### src/rtl/rsb_pkg.sv
package rsb_pkg;
  localparam int unsigned RSB_ADDR_W     = 32;
  localparam int unsigned RSB_DATA_W     = 32;
  localparam int unsigned RSB_ENTRIES    = 8;
  localparam int unsigned RSB_CLUSTERS   = 4;
  localparam int unsigned RSB_WORD_BYTES = 4;
endpackage

### src/rtl/rsb_match.sv
module rsb_match #(
  parameter int unsigned N     = 8,
  parameter int unsigned TAG_W = 27,
  parameter int unsigned CID_W = 2
) (
  input  logic [N-1:0]            valid_i,
  input  logic [N-1:0][TAG_W-1:0] tag_i,
  input  logic [N-1:0][CID_W-1:0] sub_i,
  input  logic [TAG_W-1:0]        q_tag_i,
  input  logic [CID_W-1:0]        q_sub_i,
  output logic [N-1:0]            hit_o
);
  for (genvar i = 0; i < N; i++) begin : g_cmp
    assign hit_o[i] = valid_i[i] && (tag_i[i] == q_tag_i) && (sub_i[i] == q_sub_i);
  end
endmodule

### src/rtl/rsb_wsel.sv
module rsb_wsel #(
  parameter int unsigned N      = 8,
  parameter int unsigned DATA_W = 32
) (
  input  logic [N-1:0]             hit_i,
  input  logic [N-1:0][DATA_W-1:0] lo_i,
  input  logic [N-1:0][DATA_W-1:0] hi_i,
  input  logic                     sel_hi_i,
  output logic [DATA_W-1:0]        data_o
);
  always_comb begin
    data_o = '0;
    for (int i = 0; i < N; i++) begin
      if (hit_i[i]) data_o = data_o | (sel_hi_i ? hi_i[i] : lo_i[i]);
    end
  end
endmodule

### src/rtl/rsb_alloc.sv
module rsb_alloc #(
  parameter int unsigned N = 8,
  localparam int unsigned IDX_W = (N > 1) ? $clog2(N) : 1
) (
  input  logic         clk_i,
  input  logic         rst_ni,
  input  logic         flush_i,
  input  logic         adv_i,
  output logic [N-1:0] victim_oh_o
);
  logic [IDX_W-1:0] ptr_q;

  always_ff @(posedge clk_i or negedge rst_ni) begin
    if (!rst_ni)       ptr_q <= '0;
    else if (flush_i)  ptr_q <= '0;
    else if (adv_i)    ptr_q <= (ptr_q == IDX_W'(N - 1)) ? '0 : ptr_q + 1'b1;
  end

  assign victim_oh_o = {{(N-1){1'b0}}, 1'b1} << ptr_q;

  AST_FLUSH_RESTART: assert property (@(posedge clk_i) disable iff (!rst_ni)
    flush_i |=> victim_oh_o[0]);
endmodule

### src/rtl/remote_subblock_buf.sv
module remote_subblock_buf
  import rsb_pkg::*;
#(
  parameter int unsigned ADDR_W     = RSB_ADDR_W,
  parameter int unsigned DATA_W     = RSB_DATA_W,
  parameter int unsigned N_ENTRIES  = RSB_ENTRIES,
  parameter int unsigned N_CLUSTERS = RSB_CLUSTERS,
  parameter int unsigned WORD_BYTES = RSB_WORD_BYTES,
  localparam int unsigned OFF_W   = $clog2(WORD_BYTES),
  localparam int unsigned CID_W   = $clog2(N_CLUSTERS),
  localparam int unsigned SEL_BIT = OFF_W + CID_W,
  localparam int unsigned TAG_LSB = SEL_BIT + 1,
  localparam int unsigned TAG_W   = ADDR_W - TAG_LSB
) (
  input  logic              clk_i,
  input  logic              rst_ni,
  input  logic              probe_valid_i,
  input  logic [ADDR_W-1:0] probe_addr_i,
  output logic              probe_hit_o,
  output logic [DATA_W-1:0] probe_data_o,
  input  logic              fill_valid_i,
  input  logic [TAG_W-1:0]  fill_tag_i,
  input  logic [CID_W-1:0]  fill_sub_i,
  input  logic [DATA_W-1:0] fill_lo_i,
  input  logic [DATA_W-1:0] fill_hi_i,
  input  logic              store_valid_i,
  input  logic [ADDR_W-1:0] store_addr_i,
  input  logic [DATA_W-1:0] store_data_i,
  input  logic              flush_i
);
  localparam int unsigned N = N_ENTRIES;

  logic [N-1:0]             valid_q;
  logic [N-1:0][TAG_W-1:0]  tag_q;
  logic [N-1:0][CID_W-1:0]  sub_q;
  logic [N-1:0][DATA_W-1:0] lo_q, hi_q;

  logic [TAG_W-1:0] p_tag, s_tag;
  logic [CID_W-1:0] p_sub, s_sub;
  logic             p_hi, s_hi;
  logic [N-1:0]     p_hit, f_hit, s_hit, victim_oh, fill_wr, st_wr;
  logic [DATA_W-1:0] sel_data;
  logic             fill_go, fill_new, st_eq_fill;
  logic             unused_off;

  assign p_tag = probe_addr_i[ADDR_W-1:TAG_LSB];
  assign p_sub = probe_addr_i[SEL_BIT-1:OFF_W];
  assign p_hi  = probe_addr_i[SEL_BIT];
  assign s_tag = store_addr_i[ADDR_W-1:TAG_LSB];
  assign s_sub = store_addr_i[SEL_BIT-1:OFF_W];
  assign s_hi  = store_addr_i[SEL_BIT];
  assign unused_off = ^{probe_addr_i[OFF_W-1:0], store_addr_i[OFF_W-1:0]};

  rsb_match #(.N(N), .TAG_W(TAG_W), .CID_W(CID_W)) u_probe_match (
    .valid_i(valid_q), .tag_i(tag_q), .sub_i(sub_q),
    .q_tag_i(p_tag), .q_sub_i(p_sub), .hit_o(p_hit));

  rsb_match #(.N(N), .TAG_W(TAG_W), .CID_W(CID_W)) u_fill_match (
    .valid_i(valid_q), .tag_i(tag_q), .sub_i(sub_q),
    .q_tag_i(fill_tag_i), .q_sub_i(fill_sub_i), .hit_o(f_hit));

  rsb_match #(.N(N), .TAG_W(TAG_W), .CID_W(CID_W)) u_store_match (
    .valid_i(valid_q), .tag_i(tag_q), .sub_i(sub_q),
    .q_tag_i(s_tag), .q_sub_i(s_sub), .hit_o(s_hit));

  rsb_wsel #(.N(N), .DATA_W(DATA_W)) u_wsel (
    .hit_i(p_hit), .lo_i(lo_q), .hi_i(hi_q), .sel_hi_i(p_hi), .data_o(sel_data));

  assign fill_go  = fill_valid_i && !flush_i;
  assign fill_new = fill_go && !(|f_hit);

  rsb_alloc #(.N(N)) u_alloc (
    .clk_i(clk_i), .rst_ni(rst_ni), .flush_i(flush_i),
    .adv_i(fill_new), .victim_oh_o(victim_oh));

  // refill goes in place, otherwise into the FIFO victim
  assign fill_wr    = fill_go ? ((|f_hit) ? f_hit : victim_oh) : '0;
  assign st_eq_fill = (fill_tag_i == s_tag) && (fill_sub_i == s_sub);

  // store follows the key that the entry holds after this edge
  for (genvar i = 0; i < N; i++) begin : g_st
    assign st_wr[i] = store_valid_i && !flush_i && (fill_wr[i] ? st_eq_fill : s_hit[i]);
  end

  for (genvar i = 0; i < N; i++) begin : g_entry
    always_ff @(posedge clk_i or negedge rst_ni) begin
      if (!rst_ni) begin
        valid_q[i] <= 1'b0;
        tag_q[i]   <= '0;
        sub_q[i]   <= '0;
        lo_q[i]    <= '0;
        hi_q[i]    <= '0;
      end else if (flush_i) begin
        valid_q[i] <= 1'b0;
      end else begin
        if (fill_wr[i]) begin
          valid_q[i] <= 1'b1;
          tag_q[i]   <= fill_tag_i;
          sub_q[i]   <= fill_sub_i;
          lo_q[i]    <= fill_lo_i;
          hi_q[i]    <= fill_hi_i;
        end
        if (st_wr[i]) begin
          if (s_hi) hi_q[i] <= store_data_i;
          else      lo_q[i] <= store_data_i;
        end
      end
    end
  end

  assign probe_hit_o  = probe_valid_i && (|p_hit);
  assign probe_data_o = probe_valid_i ? sel_data : '0;

  AST_MISS_ZERO: assert property (@(posedge clk_i) disable iff (!rst_ni)
    !probe_hit_o |-> (probe_data_o == '0));

  AST_UNIQUE_KEY: assert property (@(posedge clk_i) disable iff (!rst_ni)
    $onehot0(p_hit));

  AST_FILL_VISIBLE: assert property (@(posedge clk_i) disable iff (!rst_ni)
    fill_valid_i && !flush_i |=>
      (!probe_valid_i || p_tag != $past(fill_tag_i) || p_sub != $past(fill_sub_i) || probe_hit_o));

  AST_STORE_LANDS: assert property (@(posedge clk_i) disable iff (!rst_ni)
    (|st_wr) |=>
      (!probe_valid_i || probe_addr_i[ADDR_W-1:OFF_W] != $past(store_addr_i[ADDR_W-1:OFF_W]) ||
       probe_data_o == $past(store_data_i)));

  AST_FLUSH_EMPTY: assert property (@(posedge clk_i) disable iff (!rst_ni)
    flush_i |=> !probe_hit_o);
endmodule

### config.mk
export PLATFORM = sky130hd
export DESIGN_NAME = remote_subblock_buf
export DESIGN_NICKNAME = d
export VERILOG_FILES = /design/src/rtl/rsb_pkg.sv /design/src/rtl/rsb_match.sv /design/src/rtl/rsb_wsel.sv /design/src/rtl/rsb_alloc.sv /design/src/rtl/remote_subblock_buf.sv
export SDC_FILE = /design/constraint.sdc
export NUM_CORES = 2
export LEC_CHECK = 0
export CAP_MARGIN = 20
export CORE_MARGIN = 2
export CORE_UTILIZATION = 43
export CTS_BUF_LIST = sky130_fd_sc_hd__clkbuf_8
export DETAILED_ROUTE_END_ITERATION = 12
export SYNTH_ARGS = -nofsm -noshare
export SYNTH_HDL_FRONTEND = slang
export SYNTH_SLANG_ARGS = --single-unit
### constraint.sdc
create_clock -name clk_i -period 3.8 [get_ports clk_i]
set_input_delay 0.95 -clock clk_i [delete_from_list [all_inputs] [get_ports clk_i]]
set_output_delay 0.95 -clock clk_i [all_outputs]
set_load 0.05 [all_outputs]
Word level (Yosys, flattened, before mapping)
Index checks and enable logic that the tools add are counted.

storage, ports and cells
  output and inout port bits = 33
  bits of input ports = 195
  word-level logic and storage cells = 278
  flip-flop bits (word level) = 755

operators by class
  add/sub/neg operators = 1
  bitwise logic cells = 8
  equality and inequality tests = 51
  reductions and logical operators = 82
  shift operators = 1
  multiplexer cells = 94

operators by type and width
  operator               number
  $mux W32               65
  $eq A27 B27 Y1         25
  $or A32 B32 Y32        7
  $logic_and A1 B1 Y1    61
  $eq A2 B2 Y1           25
  $mux W1                24
  $reduce_bool A2 Y1     9
  $mux W8                2
  $reduce_and A2 Y1      8
  $reduce_or A8 Y1       2
  $mux W3                3
  $shl A1 B3 Y8 const A  1
  $add A3 B1 Y3 const B  1
  $eq A3 B3 Y1 const B   1
  $logic_not A1 Y1       2
  $not A1 Y1             1

Depth between registers and ports, before layout
  depth after elaboration = 19
  mapped depth = 15

Modules after synthesis
A second synthesis with hierarchy kept.

second synthesis, totals
  cell total of the unflattened synthesis = 4,931
  area, all modules = 47,768.3 sq um

modules (own cells, without submodules)
  module               sequential area each (sq um)  times used  cells each  area each (sq um)
  remote_subblock_buf  18,818.0                      1           3,415       35,186.2
  rsb_match            0.0                           3           341         2,687.6
  rsb_wsel             0.0                           1           468         4,272.8
  rsb_alloc            75.1                          1           25          246.5

Worst setup path before layout
OpenSTA, ideal clock, no wires.

  path type = in2out
  from = input probe_addr_i[29]
  to = output probe_data_o[13]
  setup slack = -0.507 ns
  data required time = 2.850 ns
  buffers on the path = 4
  stages on the path = 10
  arrival time = 3.357 ns
  path through = clkbuf_1 xor2_1 nor4_1 nand3_1 or4_1 clkbuf_1 clkbuf_1 clkbuf_1 o22ai_1 o31a_1

between the ends
  word-level cells in the longest chain between the ends = 19
  elaborated cells on any way between the ends = 40
  classes of those cells = 8 x eq/ne; 9 x mux; 7 x bitwise; 16 x reduce/logical

ends and longest elaborated chain
  item                               RTL line                    RTL
  start: declaration                 remote_subblock_buf.sv:18   input logic [ADDR_W-1:0] probe_addr_i,
  $eq A27 B27 Y1                     rsb_match.sv:14             assign hit_o[i] = valid_i[i] && (tag_i[i] == q_tag_i) && (sub_i[i] == q_sub_i);
  $logic_and A1 B1 Y1 (2 in series)  rsb_match.sv:14
  $mux W32                           rsb_wsel.sv:14              if (hit_i[i]) data_o = data_o | (sel_hi_i ? hi_i[i] : lo_i[i]);
  $or A32 B32 Y32                    rsb_wsel.sv:14
  $mux W32                           rsb_wsel.sv:14
  $or A32 B32 Y32                    rsb_wsel.sv:14
  $mux W32                           rsb_wsel.sv:14
  $or A32 B32 Y32                    rsb_wsel.sv:14
  (+2 left out)                      --
  $mux W32                           rsb_wsel.sv:14
  $or A32 B32 Y32                    rsb_wsel.sv:14
  $mux W32                           rsb_wsel.sv:14
  $or A32 B32 Y32                    rsb_wsel.sv:14
  $mux W32                           rsb_wsel.sv:14
  $or A32 B32 Y32                    rsb_wsel.sv:14
  $mux W32 *                         rsb_wsel.sv:14
  $mux W32 *                         remote_subblock_buf.sv:112  assign probe_data_o = probe_valid_i ? sel_data : '0;
  end: declaration                   remote_subblock_buf.sv:20   output logic [DATA_W-1:0] probe_data_o,

Mark *: on every way between the ends. The rest lies on a longest branch, timed or not.

Worst setup path after layout
  from = input probe_addr_i[24]
  to = output probe_data_o[6]

Same word-level chain as after synthesis.

==> results_dict.tcl <==
set metrics [dict create \
    layout.cell_area.non_filler_um2 62100 \
    finish.net_count 5621 \
    fin_util_pct 58.1 \
    timing_max_transition_violations_final 0 \
    yosys.area_share.adder_pct 0.162 \
    ys_types 66 \
    tritoncts_num_sinks 755 \
    htree_levels 4 \
    synth_sequential_area_ratio_pct 40.9 \
    swShare_pct 34.3 \
    ant_nets 0 \
    clkTransAtPathRegs_ns 0.06 \
    die_y_um 332 \
    port-buffer-count 223 \
    timing.critical_path.arrival_ns 3.50 \
    critPathRequiredTime_ns 2.85 \
    post_synth_xor_area_fraction_pct 13.4 \
    io-pin-count 228 \
    placed_cells 6577 \
    postSynthRegisterBits 755 \
    power.clock.fraction_pct 28.8 \
    setup_tns_ns -18.52 \
    hold_buffers 0 \
    groute.usage.overall_pct 39.7 \
    max_freq_ghz 0.225 \
    synthesis.yosys.warnings 0 \
    max_clock_skew_ns 0.0513 \
    route.detailed.wl_per_inst_um 32.4 \
    grt_start_max_net_pins 139 \
    timing.final.setup_violations 33 \
    min_path_type "primary input to async pin" \
    instances_no_fill 6931 \
    violations "negative setup slack" \
    synthesis.area_um2 46200 \
    final.min_clock_period_ns 4.45 \
    power_switching_mw 9.91 \
    static-leakage-power_nw 26.2 \
    placement_rows 120 \
    netlist_top_cells_area "sky130_fd_sc_hd__dfrtp_1, sky130_fd_sc_hd__xnor2_1, sky130_fd_sc_hd__mux2_2" \
    detailed_place.area_um2 56900 \
    die_x_um 332 \
    run_status "finished with violations" \
    post_synthesis_to_final_layout_area_growth_pct 34.4 \
    reg2reg_slack_ns 0.18 \
    drt_first_iter_violations 6341 \
    cts-root-buf "sky130_fd_sc_hd__clkbuf_8" \
    worstReg2RegStart "tag_q[92]" \
    synthesis.nets 4871 \
    fp.dieArea_um2 110000 \
    antenna_violations_before_repair 10 \
    routed_wl_mm 224 \
    synth.mux.area_fraction_pct 12.9 \
    holdWs_ns 0.0459 \
    final.setup.worst_slack_ns -0.648 \
    share_comb_of_total_power_pct 29.2 \
    cells_on_worst_reg2reg_path 12 \
    max-clock-path-buffers 3 \
    post-layout-total-power_mw 28.9 \
    synth_top_area_share_pct 40.9 \
    grt_first_pass_wirelength_mm 319 \
    worst-slew-pin-transition_ns 0.967 \
    synth.largest_area_cell "sky130_fd_sc_hd__dfrtp_1" \
    cp-start-kind "primary input" \
    start_util_pct 43.2 \
    synth_top_family_by_area "compound AO/OA/AOI/OAI gates" \
    internal_power_mw 19.0 \
    synth_enable_flop_cells 0 \
    globalRoute.totalOverflow 0 \
    most_used_flip_flop_cell_after_synthesis "sky130_fd_sc_hd__dfrtp_1" \
    power_density_nw_per_um2 465 \
    timing.setup.critical_path_class "primary input to primary output" \
    crit_path_end_kind "primary output" \
    complex_gate_fraction_of_the_synthesized_area_pct 14.5 \
    yosys.area_share.simple_pct 13.7 \
    syn-instance-count 4670 \
    dp_slack_ns -1.07 \
    syn_area_per_cell_um2 9.90 \
    grt_pass1_vias 44305 \
    p_seq_share_pct 41.9 \
    cp_max_fo 7 \
    layout.cells.most_common_list "sky130_fd_sc_hd__dfrtp_1, sky130_fd_sc_hd__buf_4, sky130_fd_sc_hd__xnor2_1" \
    asyncSetResetFlopFracSynth_pct 100 \
    drv.max_cap_violation_count 0 \
    detailed_place_hpwl_mm 147 \
    crit-reg2reg-capture "tag_q[24]" \
    cts_tree "built" \
    viasPerCell 6.53 \
    finalHoldViolations 0 \
    drive_gt1_share_pct 30.4 \
    core_region_area_um2 107000 \
    timing.max_slew.rel_slack_pct 35.5 \
    num_vias 45238 \
    place.gp.congestion 1.05 \
    first_pass_iters 8 \
    clock_insertion_delay_at_the_later_pin_of_the_skew_report_ns 0.85 \
    finalCritPeriodShare_pct 117 \
    setup_repair_after_global_routing_missed_its_margin "true" \
    tritoncts.num_buffers 142 \
    most_common_library_cell_in_the_layout_ignoring_fill_and_taps "sky130_fd_sc_hd__dfrtp_1" \
    peakVddDrop_v 0.000317 \
    drcViolationCount 0 \
]
==> kinds of logic (layout without fill, tap and decap cells) <==
kind of cell | after synthesis | count (layout)
other cells | 0 | 9
buf+inv | 470 | 1319
flops | 755 | 755
simple gates | 1242 | 1242
compound gates | 932 | 932
fa+ha+maj | 6 | 6
mux | 559 | 559
xor+xnor | 706 | 706
==> repair_timing <==
item	in CTS	in global routing
buffers inserted	50	40
cloned	13	3
gates resized for setup	163	165
setup endpoints to repair	147	176
pin swaps	78	94
==> worst max path at each step <==
stage | start | endpoint | slack, ns | cells after the start
after floorplan | probe_addr_i[15] | probe_data_o[18] | -0.04 | 11
after global placement | probe_addr_i[20] | probe_data_o[9] | -1.06 | 12
after detailed placement | probe_addr_i[19] | probe_data_o[9] | -1.07 | 11
after CTS | tag_q[92] | probe_data_o[0] | -0.65 | 10
after global routing | probe_addr_i[20] | probe_data_o[9] | -0.67 | 12
final | probe_addr_i[24] | probe_data_o[6] | -0.65 | 12
==> registers in the layout (all words and copies together), names as in the netlist <==
register,cells
lo_q,256
tag_q,216
u_alloc.ptr_q,3
sub_q,16
valid_q,8
hi_q,256
==> cell type report <==
type | count | area (um2)
clock buffer | 177 | 2440
inverter | 30 | 113
clock inverter | 66 | 429
sequential | 755 | 18900
fill | 9147 | 44800
antenna | 9 | 22.5
multi-input combinational | 3445 | 26800
tap | 1403 | 1760
timing repair buffer | 1046 | 11700
==> critical path, cell delays in order <==
cell and delay (ns):
sky130_fd_sc_hd__dlygate4sd2_1 0.24, sky130_fd_sc_hd__buf_6 0.14, sky130_fd_sc_hd__xor2_1 0.15, sky130_fd_sc_hd__nor4_1 0.31
sky130_fd_sc_hd__nand4_1 0.19, sky130_fd_sc_hd__or4_4 0.50, sky130_fd_sc_hd__buf_12 0.21, sky130_fd_sc_hd__buf_16 0.19
sky130_fd_sc_hd__buf_6 0.14, sky130_fd_sc_hd__o22ai_4 0.14, sky130_fd_sc_hd__o31a_4 0.18, sky130_fd_sc_hd__buf_12 0.13
==> cell usage after synthesis (all sizes together) (2+ instances only) <==
| library cell | n |
|---|---|
| nor2b | 61 |
| or3 | 2 |
| clkbuf | 286 |
| ha | 6 |
| a21oi | 189 |
| mux2 | 293 |
| or2 | 32 |
| nand4 | 148 |
| nor3 | 267 |
| dfrtp | 755 |
| o31a | 32 |
| a221oi | 5 |
| o21a | 3 |
| xnor2 | 432 |
| a21o | 6 |
| nor4 | 101 |
| mux2i | 266 |
| nor2 | 284 |
| o221ai | 30 |
| o2111ai | 5 |
| o22a | 6 |
| o32ai | 95 |
| a32oi | 33 |
| nand2 | 172 |
| or4 | 11 |
| a222oi | 2 |
| a221o | 65 |
| nand4b | 5 |
| o221a | 2 |
| and2 | 130 |
| o21ai | 124 |
| a22oi | 63 |
| and3 | 3 |
| o22ai | 68 |
| buf | 154 |
| nand2b | 6 |
| a211oi | 189 |
| nand3 | 16 |
| xor2 | 274 |
| o31ai | 3 |
| a31o | 5 |
| inv | 30 |
==> power by group through the flow <==
| stage | clock network [mW] | registers (mW) | logic, mW |
|---|---|---|---|
| after floorplan | 0 | 11.5 | 5.11 |
| after global placement | 0 | 12.1 | 7.76 |
| after detailed placement | 0 | 12.1 | 7.89 |
| after CTS | 8.35 | 12.0 | 8.08 |
| after global routing | 8.72 | 12.3 | 9.07 |
| final | 8.33 | 12.1 | 8.45 |
==> routing by layer <==
metal | wire (um) | track usage (%) | share of wire, %
met1 | 84700 | 51.8 | 38
met2 | 94000 | 57.5 | 42
met3 | 30100 | 12.3 | 13
met4 | 15700 | 23.8 | 7.0
met5 | 22 | 0 | 0.0098
Power figures use the tool's default switching activity.
